[config.mk]
export PLATFORM = sky130hd
export DESIGN_NAME = bank_lat_est
export DESIGN_NICKNAME = d
export VERILOG_FILES = /design/src/rtl/bank_lat_pkg.sv /design/src/rtl/bank_lat_ctrl.sv /design/src/rtl/bank_lat_calc.sv /design/src/rtl/bank_lat_dp.sv /design/src/rtl/bank_lat_est.sv
export SDC_FILE = /design/constraint.sdc
export NUM_CORES = 1
export LEC_CHECK = 0
export ABC_AREA = 1
export BUFFER_PORTS_ARGS = -buffer_cell sky130_fd_sc_hd__buf_2
export CORE_ASPECT_RATIO = 0.75
export CORE_MARGIN = 2
export CORE_UTILIZATION = 55
export CTS_BUF_LIST = sky130_fd_sc_hd__clkbuf_8
export CTS_CLUSTER_DIAMETER = 120
export CTS_CLUSTER_SIZE = 16
export DETAILED_ROUTE_END_ITERATION = 8
export HOLD_SLACK_MARGIN = 0.02
export PLACE_DENSITY = 0.8
export SYNTH_ARGS = -nofsm -noshare
export SYNTH_HDL_FRONTEND = slang
export SYNTH_SLANG_ARGS = --single-unit
[constraint.sdc]
create_clock -name clk -period 7.7 [get_ports clk]
set_clock_uncertainty 0.15 [all_clocks]
set_input_delay 0 -clock clk [delete_from_list [all_inputs] [get_ports clk]]
set_output_delay 0 -clock clk [all_outputs]
set_load 0.05 [all_outputs]
[src/rtl/bank_lat_pkg.sv]
package bank_lat_pkg;

  typedef enum logic [1:0] {
    KIND_HIT      = 2'd0,
    KIND_CLOSED   = 2'd1,
    KIND_CONFLICT = 2'd2
  } accKind_e;

  typedef struct packed {
    logic capture;
    logic clear;
  } ctrlStrobes_t;

endpackage

[src/rtl/bank_lat_ctrl.sv]
module bank_lat_ctrl
  import bank_lat_pkg::*;
(
  input  logic         clk,
  input  logic         rstN,
  input  logic         inVld,
  output ctrlStrobes_t strobes,
  output logic         outVld
);

  logic vldQ;

  always_ff @(posedge clk) begin
    if (!rstN) vldQ <= 1'b0;
    else       vldQ <= inVld;
  end

  always_comb begin
    strobes.capture = rstN && inVld;
    strobes.clear   = !rstN;
  end

  assign outVld = vldQ;

  assert_valid_follows_R1: assert property (@(posedge clk) disable iff (!rstN)
    inVld |=> outVld);
  assert_valid_drops_R1: assert property (@(posedge clk) disable iff (!rstN)
    !inVld |=> !outVld);

endmodule

[src/rtl/bank_lat_calc.sv]
module bank_lat_calc
  import bank_lat_pkg::*;
#(
  parameter int unsigned TIME_W = 32,
  parameter int unsigned ROW_W  = 16,
  parameter int unsigned TRP    = 7,
  parameter int unsigned TRCD   = 9,
  parameter int unsigned TCL    = 5,
  localparam int unsigned LAT_W = TIME_W + 2
) (
  input  logic [ROW_W-1:0]  reqRow,
  input  logic [TIME_W-1:0] arrivalTime,
  input  logic              bankRowOpen,
  input  logic [ROW_W-1:0]  bankOpenRow,
  input  logic [TIME_W-1:0] bankFreeAt,
  input  logic [TIME_W-1:0] bankActAllowedAt,
  output logic [LAT_W-1:0]  latency,
  output accKind_e          kind
);

  localparam logic [LAT_W-1:0] PRE_LAT = LAT_W'(TRP);
  localparam logic [LAT_W-1:0] ACT_LAT = LAT_W'(TRCD);
  localparam logic [LAT_W-1:0] COL_LAT = LAT_W'(TCL);

  logic             rowHit;
  logic [LAT_W-1:0] arrX, freeX, actX;
  logic [LAT_W-1:0] freeWait, preDelay, candAct, actWait;

  always_comb begin
    arrX  = LAT_W'(arrivalTime);
    freeX = LAT_W'(bankFreeAt);
    actX  = LAT_W'(bankActAllowedAt);

    rowHit   = bankRowOpen && (bankOpenRow == reqRow);
    freeWait = (freeX > arrX) ? (freeX - arrX) : '0;
    preDelay = bankRowOpen ? PRE_LAT : '0;
    candAct  = arrX + freeWait + preDelay;
    actWait  = (actX > candAct) ? (actX - candAct) : '0;

    if (rowHit) begin
      kind    = KIND_HIT;
      latency = freeWait + COL_LAT;
    end else begin
      kind    = bankRowOpen ? KIND_CONFLICT : KIND_CLOSED;
      latency = freeWait + actWait + preDelay + ACT_LAT + COL_LAT;
    end
  end

endmodule

[src/rtl/bank_lat_dp.sv]
module bank_lat_dp
  import bank_lat_pkg::*;
#(
  parameter int unsigned TIME_W = 32,
  parameter int unsigned ROW_W  = 16,
  parameter int unsigned TRP    = 7,
  parameter int unsigned TRCD   = 9,
  parameter int unsigned TCL    = 5,
  localparam int unsigned LAT_W = TIME_W + 2
) (
  input  logic              clk,
  input  logic              rstN,
  input  ctrlStrobes_t      strobes,
  input  logic [ROW_W-1:0]  reqRow,
  input  logic [TIME_W-1:0] arrivalTime,
  input  logic              bankRowOpen,
  input  logic [ROW_W-1:0]  bankOpenRow,
  input  logic [TIME_W-1:0] bankFreeAt,
  input  logic [TIME_W-1:0] bankActAllowedAt,
  output logic [LAT_W-1:0]  outLatency,
  output accKind_e          outKind
);

  logic [LAT_W-1:0] calcLat;
  accKind_e         calcKind;

  bank_lat_calc #(
    .TIME_W(TIME_W), .ROW_W(ROW_W), .TRP(TRP), .TRCD(TRCD), .TCL(TCL)
  ) u_calc (
    .reqRow          (reqRow),
    .arrivalTime     (arrivalTime),
    .bankRowOpen     (bankRowOpen),
    .bankOpenRow     (bankOpenRow),
    .bankFreeAt      (bankFreeAt),
    .bankActAllowedAt(bankActAllowedAt),
    .latency         (calcLat),
    .kind            (calcKind)
  );

  always_ff @(posedge clk) begin
    if (strobes.clear) begin
      outLatency <= '0;
      outKind    <= KIND_HIT;
    end else if (strobes.capture) begin
      outLatency <= calcLat;
      outKind    <= calcKind;
    end
  end

  assert_hit_exact_R2: assert property (@(posedge clk) disable iff (!rstN)
    (strobes.capture && bankRowOpen && bankOpenRow == reqRow && bankFreeAt <= arrivalTime)
      |=> (outKind == KIND_HIT && outLatency == LAT_W'(TCL)));
  assert_closed_floor_R4: assert property (@(posedge clk) disable iff (!rstN)
    (strobes.capture && !bankRowOpen)
      |=> (outKind == KIND_CLOSED && outLatency >= LAT_W'(TRCD + TCL)));
  assert_conflict_floor_R5: assert property (@(posedge clk) disable iff (!rstN)
    (strobes.capture && bankRowOpen && bankOpenRow != reqRow)
      |=> (outKind == KIND_CONFLICT && outLatency >= LAT_W'(TRP + TRCD + TCL)));

endmodule

[src/rtl/bank_lat_est.sv]
module bank_lat_est
  import bank_lat_pkg::*;
#(
  parameter int unsigned TIME_W = 32,
  parameter int unsigned ROW_W  = 16,
  parameter int unsigned TRP    = 7,
  parameter int unsigned TRCD   = 9,
  parameter int unsigned TCL    = 5,
  localparam int unsigned LAT_W = TIME_W + 2
) (
  input  logic              clk,
  input  logic              rstN,
  input  logic              inVld,
  input  logic [ROW_W-1:0]  reqRow,
  input  logic [TIME_W-1:0] arrivalTime,
  input  logic              bankRowOpen,
  input  logic [ROW_W-1:0]  bankOpenRow,
  input  logic [TIME_W-1:0] bankFreeAt,
  input  logic [TIME_W-1:0] bankActAllowedAt,
  output logic              outVld,
  output logic [LAT_W-1:0]  outLatency,
  output logic [1:0]        outKind
);

  ctrlStrobes_t strobes;
  accKind_e     kindQ;

  bank_lat_ctrl u_ctrl (
    .clk    (clk),
    .rstN   (rstN),
    .inVld  (inVld),
    .strobes(strobes),
    .outVld (outVld)
  );

  bank_lat_dp #(
    .TIME_W(TIME_W), .ROW_W(ROW_W), .TRP(TRP), .TRCD(TRCD), .TCL(TCL)
  ) u_dp (
    .clk             (clk),
    .rstN            (rstN),
    .strobes         (strobes),
    .reqRow          (reqRow),
    .arrivalTime     (arrivalTime),
    .bankRowOpen     (bankRowOpen),
    .bankOpenRow     (bankOpenRow),
    .bankFreeAt      (bankFreeAt),
    .bankActAllowedAt(bankActAllowedAt),
    .outLatency      (outLatency),
    .outKind         (kindQ)
  );

  assign outKind = kindQ;

  assert_hold_latency_R7: assert property (@(posedge clk) disable iff (!rstN)
    !inVld |=> ($stable(outLatency) && $stable(outKind)));

endmodule

==> impl_metrics.ini, run 1 <==
[run_status]
status = did not finish
haltStage = global routing (5_1_grt)
tool.error = [ERROR GRT-0232] Routing congestion too high. Check the congestion heatmap in the GUI.

[clock_tree]
cts.sinks = 37
max-clock-path-buffers = 2
cts_made_buffers = 5
clockRootBuffer = clkbuf_8
cts_htree_levels = 2

[floorplanning]
die_h_microns = 133
die-width_microns = 176
start_util_pct = 55.6
core.rowCount = 47
io_pins = 169

[synthesis]
synthTopCellsByArea = ha_1, nand2_1, inv_1
syn_inst = 2044
synthArstFlopShare_pct = 0
ys_types = 50
synth_edf_count = 0
synth_top_area_share_pct = 22.5
ys_seq_area_share_pct = 6.09
syn_avg_cell_area_sq_um = 5.95
netlist_area_sq_um = 12200
ys_ff_latch = 37
ys_warn_count = 0
synth-main-ff-cell = dfxtp_1
syn-num-nets = 2405
yosys.area.top_type = ha_1

[timing]
worstEndpointGrtRepair = u_dp.outLatency[24]$_SDFFE_PN0P_/D
worstEpCategory = register data pin

[placed_design]
place_congestion = 1.03
preCtsSetupSlack_ps = -1180
dp.cells = 3010
hpwl_microns = 42800
portBuffers = 168

[grt]
grt_overflow = 119
grt_max_degree = 41
grt_usage_pct = 81.4
==> what timing repair did <==
| item | CTS |
|---|---|
| endpoints found under the setup margin | 28 |
| gates resized for setup | 240 |
| pin swaps | 93 |
| hold buffers | 1 |
| cloned | 2 |
| setup buffers | 32 |
| hold endpoints to repair | 2 |
==> kinds of logic after synthesis <==
| logic type | Yosys count | share of synthesized area, % |
|---|---|---|
| AOI/OAI and AO/OA | 367 | 16.5 |
| xor gates and xnor gates | 99 | 7.13 |
| adders and majority gates | 229 | 24.2 |
| buffers and inverters | 338 | 10.8 |
| DFF | 37 | 6.09 |
| other | 1 | 0.0308 |
| and+or+nand+nor | 973 | 35.3 |
==> stage by stage <==
step | setup TNS (ps) | area, sq um | util (%)
after floorplan | 0 | 12500 | -
after global placement | -17180 | 17600 | 80.3
after detailed placement | -25720 | 17600 | 80.3
after CTS | -936 | 19100 | 87.3
==> cell usage after synthesis, types with 6 or more instances <==
library cell  count
o21bai_1         11
a31oi_1          15
a21o_1           24
nand3_1         112
nand4_1          26
nand3b_1          8
nor2_2           12
clkbuf_1         13
xor2_1           61
inv_1           312
and2_1           12
a21oi_1         180
nor2_4           12
xnor2_1          38
fa_1             10
nor3_1           18
or2_2            11
dfxtp_1          37
nor4_1            9
buf_2             6
nand2_1         536
nand2_2           9
nor2_1          188
ha_1            219
o21ai_0         110
==> per-layer routing <==
layer | GRT overflow | track usage [%]
met1 | 2 | 81.2
met2 | 61 | 96.3
met3 | 0 | 68.9
met4 | 56 | 79.0
met5 | 0 | 42.9
==> run 2: changes to the inputs <==
CORE_ASPECT_RATIO = not set   (was 0.75)
CORE_UTILIZATION = 40   (was 55)
CTS_BUF_LIST = not set   (was sky130_fd_sc_hd__clkbuf_8)
CTS_CLUSTER_DIAMETER = not set   (was 120)
CTS_CLUSTER_SIZE = not set   (was 16)
HOLD_SLACK_MARGIN = not set   (was 0.02)
PLACE_DENSITY = not set   (was 0.8)
PLACE_DENSITY_LB_ADDON = 0.15   (was not set)
clock period = 10 ns   (was 7.7 ns; I/O delays follow)
==> run 2 against run 1 <==
  * The run now ends clean
  * Synthesized cell count did not move
  * Area after synthesis did not move
==> impl_metrics.ini, run 2 <==
[run_status]
status = finished clean

[power_and_ir_drop]
max-vdd-ir-drop_v = 0.000117
leakage_nw = 7.87
combPwrFrac_pct = 85.4
power_switching_mw = 1.50
power_density_nw_per_um2 = 182
clock_power_share_pct = 7.3
pwr-share-seq_pct = 7.3
p_int_mw = 1.01
swShare_pct = 59.8

[timing]
maxSlewHeadroom_pct = 34.9
setup_slack_ps = 768
fmax_mhz = 108
timing.hold.ws_ps = 81.9
drv_slew = 0
rsz0062_at_grt = false
max_slew.worst_pin.slew_ps = 975
setup_viol = 0
hold_viol = 0
layout_min_cycle_time_ps = 9230
fin_crit_sh_pct = 92.3

[critical_path]
slowest_stage = nor4_1
reg2reg_from = u_dp.outLatency[14]
critPathRequiredTime_ps = 10010
crit_type = primary input to flip-flop
critPathLaunchType = primary input
endpoint_kind = flip-flop
worstSetupStartpoint = arrivalTime[26]
cp-endpoint = u_dp.outLatency[17]
worstReg2RegEnd = u_dp.outLatency[14]
rrSetupSlack_ps = 9100
crit_path_max_fanout = 29
cp_common_cell = nand2_1
arrival_ps = 9240
critPathMaxStageDelay_ps = 660
r2r_cells = 2

[layout]
nFillCells = 3285
layout.cells.non_filler = 2610
drive_gt1_share_pct = 12.3
area_growth_syn_to_layout_pct = 13.2
largest_reg_flops = 34
seqCellArea_sq_um = 741
layout_commonest_cell = nand2_1
finish.net_count = 2579
multi_input_area_sq_um = 10200
largest_register = u_dp.outLatency
layout_common_cells = nand2_1, inv_1, ha_1

[synthesis]
ys_ff_latch = 37
synthTopCellsByCount = nand2_1, inv_1, ha_1
ys_types = 50
yosysMostFrequentCell = nand2_1
netlist_area_sq_um = 12200
ys_warn_count = 0
synth_edf_count = 0
synth-main-ff-cell = dfxtp_1
syn_inst = 2044
yosys.area.top_type = ha_1
synth_top_area_share_pct = 22.5
ys_seq_area_share_pct = 6.09
syn_avg_cell_area_sq_um = 5.95
synthTopCellsByArea = ha_1, nand2_1, inv_1
synthArstFlopShare_pct = 0
syn-num-nets = 2405

[placed_design]
portBuffers = 168
preCtsSetupSlack_ps = -26.2
place_congestion = 1.00
hpwl_microns = 44500
dp.cells = 2600

[floorplanning]
core-area_sq_um = 29800
die_h_microns = 178
io_pins = 169
dieArea_sq_um = 31800
core.rowCount = 63
start_util_pct = 40.8
die-width_microns = 178

[min_path]
worstHoldPathType = primary input to flip-flop

[grt]
grt_max_degree = 41
antenna_found_initial = 1
grt_pass1_wl_microns = 77000
grt_pass1_vias = 13200
grt_overflow = 0
grt_usage_pct = 31.9

[clock_tree]
insertion_delay_ps = 280
clk_pin_slew_ps = 60
cts_made_buffers = 5
cts_htree_levels = 2
max-clock-path-buffers = 2
cts.sinks = 37
tritoncts = done
clockRootBuffer = clkbuf_16

[detailed_routing]
ant_nets = 0
drc_errors = 0
drt_pre_antenna_iters = 6
totalWireLength_microns = 51100
num_vias = 14100
avgViaCountPerCell = 5.39
wl_per_cell_microns = 19.6
drt_iter0_drc = 1345

[flow_run]
maxCapViolCount = 0
## run 2: cell counts after synthesis
No cell type changed its count.
## run 2: logic make-up (layout without fill, tap and decap cells)
family,after synthesis,count (layout),synth area share [%]
adders and majority gates,229,229,24.2
and+or+nand+nor,973,973,35.3
DFF,37,37,6.09
xor gates and xnor gates,99,99,7.13
AOI/OAI and AO/OA,367,367,16.5
buffers and inverters,338,513,10.8
other,1,2,0.0308
## run 2: worst min-delay path by stage
| stage | from | endpoint | slack (ps) | cells past startpoint |
|---|---|---|---|---|
| after CTS | rstN | u_dp.outLatency[29] | 70 | 3 |
| after floorplan | bankRowOpen | u_dp.outKind[1] | 10 | 2 |
| after global placement | bankRowOpen | u_dp.outKind[1] | 260 | 3 |
| final | rstN | u_dp.outLatency[26] | 80 | 3 |
| after detailed placement | bankRowOpen | u_dp.outKind[1] | 260 | 3 |
| after global routing | rstN | u_dp.outLatency[4] | 130 | 3 |
## run 2: power groups by stage
stage	Combinational (mW)	Sequential (mW)	Clock (mW)
floorplan	1.35	0.262	0
global placement	2.08	0.185	0
detailed placement	2.08	0.185	0
CTS	2.10	0.182	0.184
global route	2.35	0.185	0.189
finish	2.14	0.182	0.183
## run 2: cell type report
cell class / instances / share of cell area [%]
Tap cell: 390 / 3.54
Clock inverter: 3 / 0.336
Inverter: 314 / 8.56
Timing Repair Buffer: 191 / 7.47
Antenna cell: 1 / 0.0182
Clock buffer: 5 / 0.909
Multi-Input combinational cell: 1669 / 73.8
Sequential cell: 37 / 5.38
## run 2: critical path, delay by kind of cell
family          cells  cell delay [ps]
simple gates       17             3010
fa+ha+maj           8             2870
compound gates     12             2500
buf+inv             7              710
xor+xnor            1              120
## run 2: per-layer routing
layer  track usage [%]  wire length [microns]  vias to the layer above
li1                  -                      -                     7042
met1              47.7                  24500                     6407
met2              48.0                  21100                      571
met3              4.50                   4450                       58
met4              6.64                   1030                        0
met5                 0                      0                        -
## run 2: stage by stage
step	cell area (sq um)	TNS (ps)	power, mW	utilization [%]
floorplan	12200	0	1.61	-
global placement	13500	-146	2.27	45.4
detailed placement	13500	-43.2	2.26	45.4
CTS	13700	0	2.46	46.0
global route	13800	0	2.73	46.2
finish	13800	0	2.51	46.2
## run 2: what timing repair did
item | 4_1_cts | 5_1_grt
gates resized for setup | 0 | 18
buffers inserted | 0 | 0
hold buffers | 1 | 0
setup endpoints to repair | 0 | 25
hold endpoints to repair | 2 | 0
Note: power is estimated with default switching activity, not from simulation.
==> run 3: changes to the inputs <==
clock period = 10.17 ns   (was 10 ns; I/O delays follow)
==> run 3 against run 2 <==
  * Final cell count down 0.15%
  * Die area unchanged
  * Worst setup slack better by 110 ps
  * Critical path depth up 9
  * Cell area down 0.31%
  * Global-route usage down 0.14 points
  * Largest power group unchanged
  * Non-clock buffer count down 4
  * Core utilization down 0.14 points
==> impl_metrics.ini, run 3 (same netlist as run 2, synthesis figures left out) <==
[run_status]
status = finished clean

[detailed_routing]
wl_per_cell_microns = 19.6
drc_errors = 0
drt_iter0_drc = 1032
num_vias = 14000
totalWireLength_microns = 51000
ant_nets = 0
avgViaCountPerCell = 5.39
drt_pre_antenna_iters = 7

[critical_path]
endpoint_kind = flip-flop
slowest_stage = fa_1
crit_type = primary input to flip-flop
worstReg2RegEnd = u_dp.outLatency[31]
arrival_ps = 9370
reg2reg_from = u_dp.outLatency[31]
cp_common_cell = nand2_1
critPathRequiredTime_ps = 10250
crit_path_max_fanout = 29
critPathLaunchType = primary input
r2r_cells = 2
rrSetupSlack_ps = 9250
critPathMaxStageDelay_ps = 460

[power_and_ir_drop]
max-vdd-ir-drop_v = 0.000108
power_density_nw_per_um2 = 179
leakage_nw = 7.86

[timing]
max_slew.worst_pin.slew_ps = 1070
finalSetupTns_ps = 0
fin_crit_sh_pct = 91.4
rsz0062_at_grt = false
hold_viol = 0
drv_slew = 0
fmax_mhz = 108
setup_slack_ps = 875
layout_min_cycle_time_ps = 9300
maxSlewHeadroom_pct = 28.5
setup_viol = 0

[clock_tree]
clockRootBuffer = clkbuf_16
insertion_delay_ps = 280
cts.sinks = 37
cts_htree_levels = 2
cts_made_buffers = 5
max-clock-path-buffers = 2
cts_setup_buffers = 0
tritoncts = done
clk_pin_slew_ps = 70

[layout]
area_growth_syn_to_layout_pct = 12.8
largest_register = u_dp.outLatency
layout_commonest_cell = nand2_1
largest_reg_flops = 34
drive_gt1_share_pct = 11.7
nFillCells = 3343
layout_common_cells = nand2_1, inv_1, ha_1
finish.net_count = 2575
layout.cells.non_filler = 2606

[placed_design]
place_congestion = 1.02
portBuffers = 168
dp.cells = 2596
preCtsSetupSlack_ps = 486
hpwl_microns = 45300

[floorplanning]
core.rowCount = 63
start_util_pct = 40.8
die_h_microns = 178
core-area_sq_um = 29800
dieArea_sq_um = 31800
io_pins = 169
die-width_microns = 178

[min_path]
hp-start = rstN
min_path_cells = 3
worstHoldPathType = primary input to flip-flop
hold-path-endpoint = u_dp.outLatency[22]

[grt]
grt_max_degree = 40
grt_pass1_vias = 13300
grt_pass1_wl_microns = 75500
grt_usage_pct = 31.7
antenna_found_initial = 3
grt_overflow = 0

[flow_run]
maxCapViolCount = 0
==> run 3: changes by cell type in the layout (fill, tap and decap cells not counted), sizes merged <==
cell / delta
inv: +1
buf: -4
clkinv: -1
clkinvlp: -1
bufinv: +1
==> run 3: where the power goes <==
part | internal (mW) | switching [mW] | leakage [nW]
clock | 0.142 | 0.0695 | 0.0944
sequential | 0.168 | 0.0158 | 0.308
combinational | 0.688 | 1.37 | 7.46
total | 0.997 | 1.46 | 7.86
==> run 3: area by class of cell <==
class                           instances  area, sq um  area share, %
Multi-Input combinational cell       1669        10100           73.8
Inverter                              314         1180           8.59
Timing Repair Buffer                  187          998           7.28
Sequential cell                        37          741           5.40
Tap cell                              390          488           3.56
Clock buffer                            5          125          0.912
Clock inverter                          3         68.8          0.501
Antenna cell                            1         2.50         0.0182
==> run 3: worst max-delay path by stage <==
| stage | startpoint | end | slack, ps | cells after the start |
|---|---|---|---|---|
| floorplan | arrivalTime[21] | u_dp.outLatency[18] | 1710 | 54 |
| global placement | arrivalTime[5] | u_dp.outLatency[28] | 470 | 55 |
| detailed placement | arrivalTime[23] | u_dp.outLatency[30] | 490 | 55 |
| CTS | arrivalTime[23] | u_dp.outLatency[30] | 760 | 55 |
| global route | arrivalTime[16] | u_dp.outLatency[31] | 50 | 56 |
| finish | arrivalTime[5] | u_dp.outLatency[30] | 870 | 54 |
==> run 3: worst max-delay path, delay by kind of cell <==
family	cells	cell delay, ps
compound gates	13	2680
xor+xnor	1	170
fa+ha+maj	7	2400
simple gates	27	3490
buf+inv	6	620
==> run 3: per-stage QoR <==
stage	hold slack, ps	util (%)	total power [mW]	instance area, sq um
CTS	86.0	46.0	2.43	13700
floorplan	12.2	-	1.58	12200
detailed placement	259	45.3	2.20	13500
global route	124	46.1	2.69	13700
global placement	252	45.3	2.21	13500
finish	100	46.1	2.46	13700
==> run 3: repair_timing <==
action | 4_1_cts | 5_1_grt
resized for setup | 0 | 6
endpoints found under the setup margin | 0 | 12
hold buffers | 1 | 0
hold endpoints to repair | 2 | 0
==> run 3: metal layers <==
layer | routed length [microns] | up-vias | global-route usage, %
met2 | 22700 | 517 | 52.6
met4 | 2140 | 4 | 12.3
met5 | 23 | - | 0
li1 | - | 7048 | -
met1 | 22400 | 6394 | 42.1
met3 | 3680 | 78 | 3.35
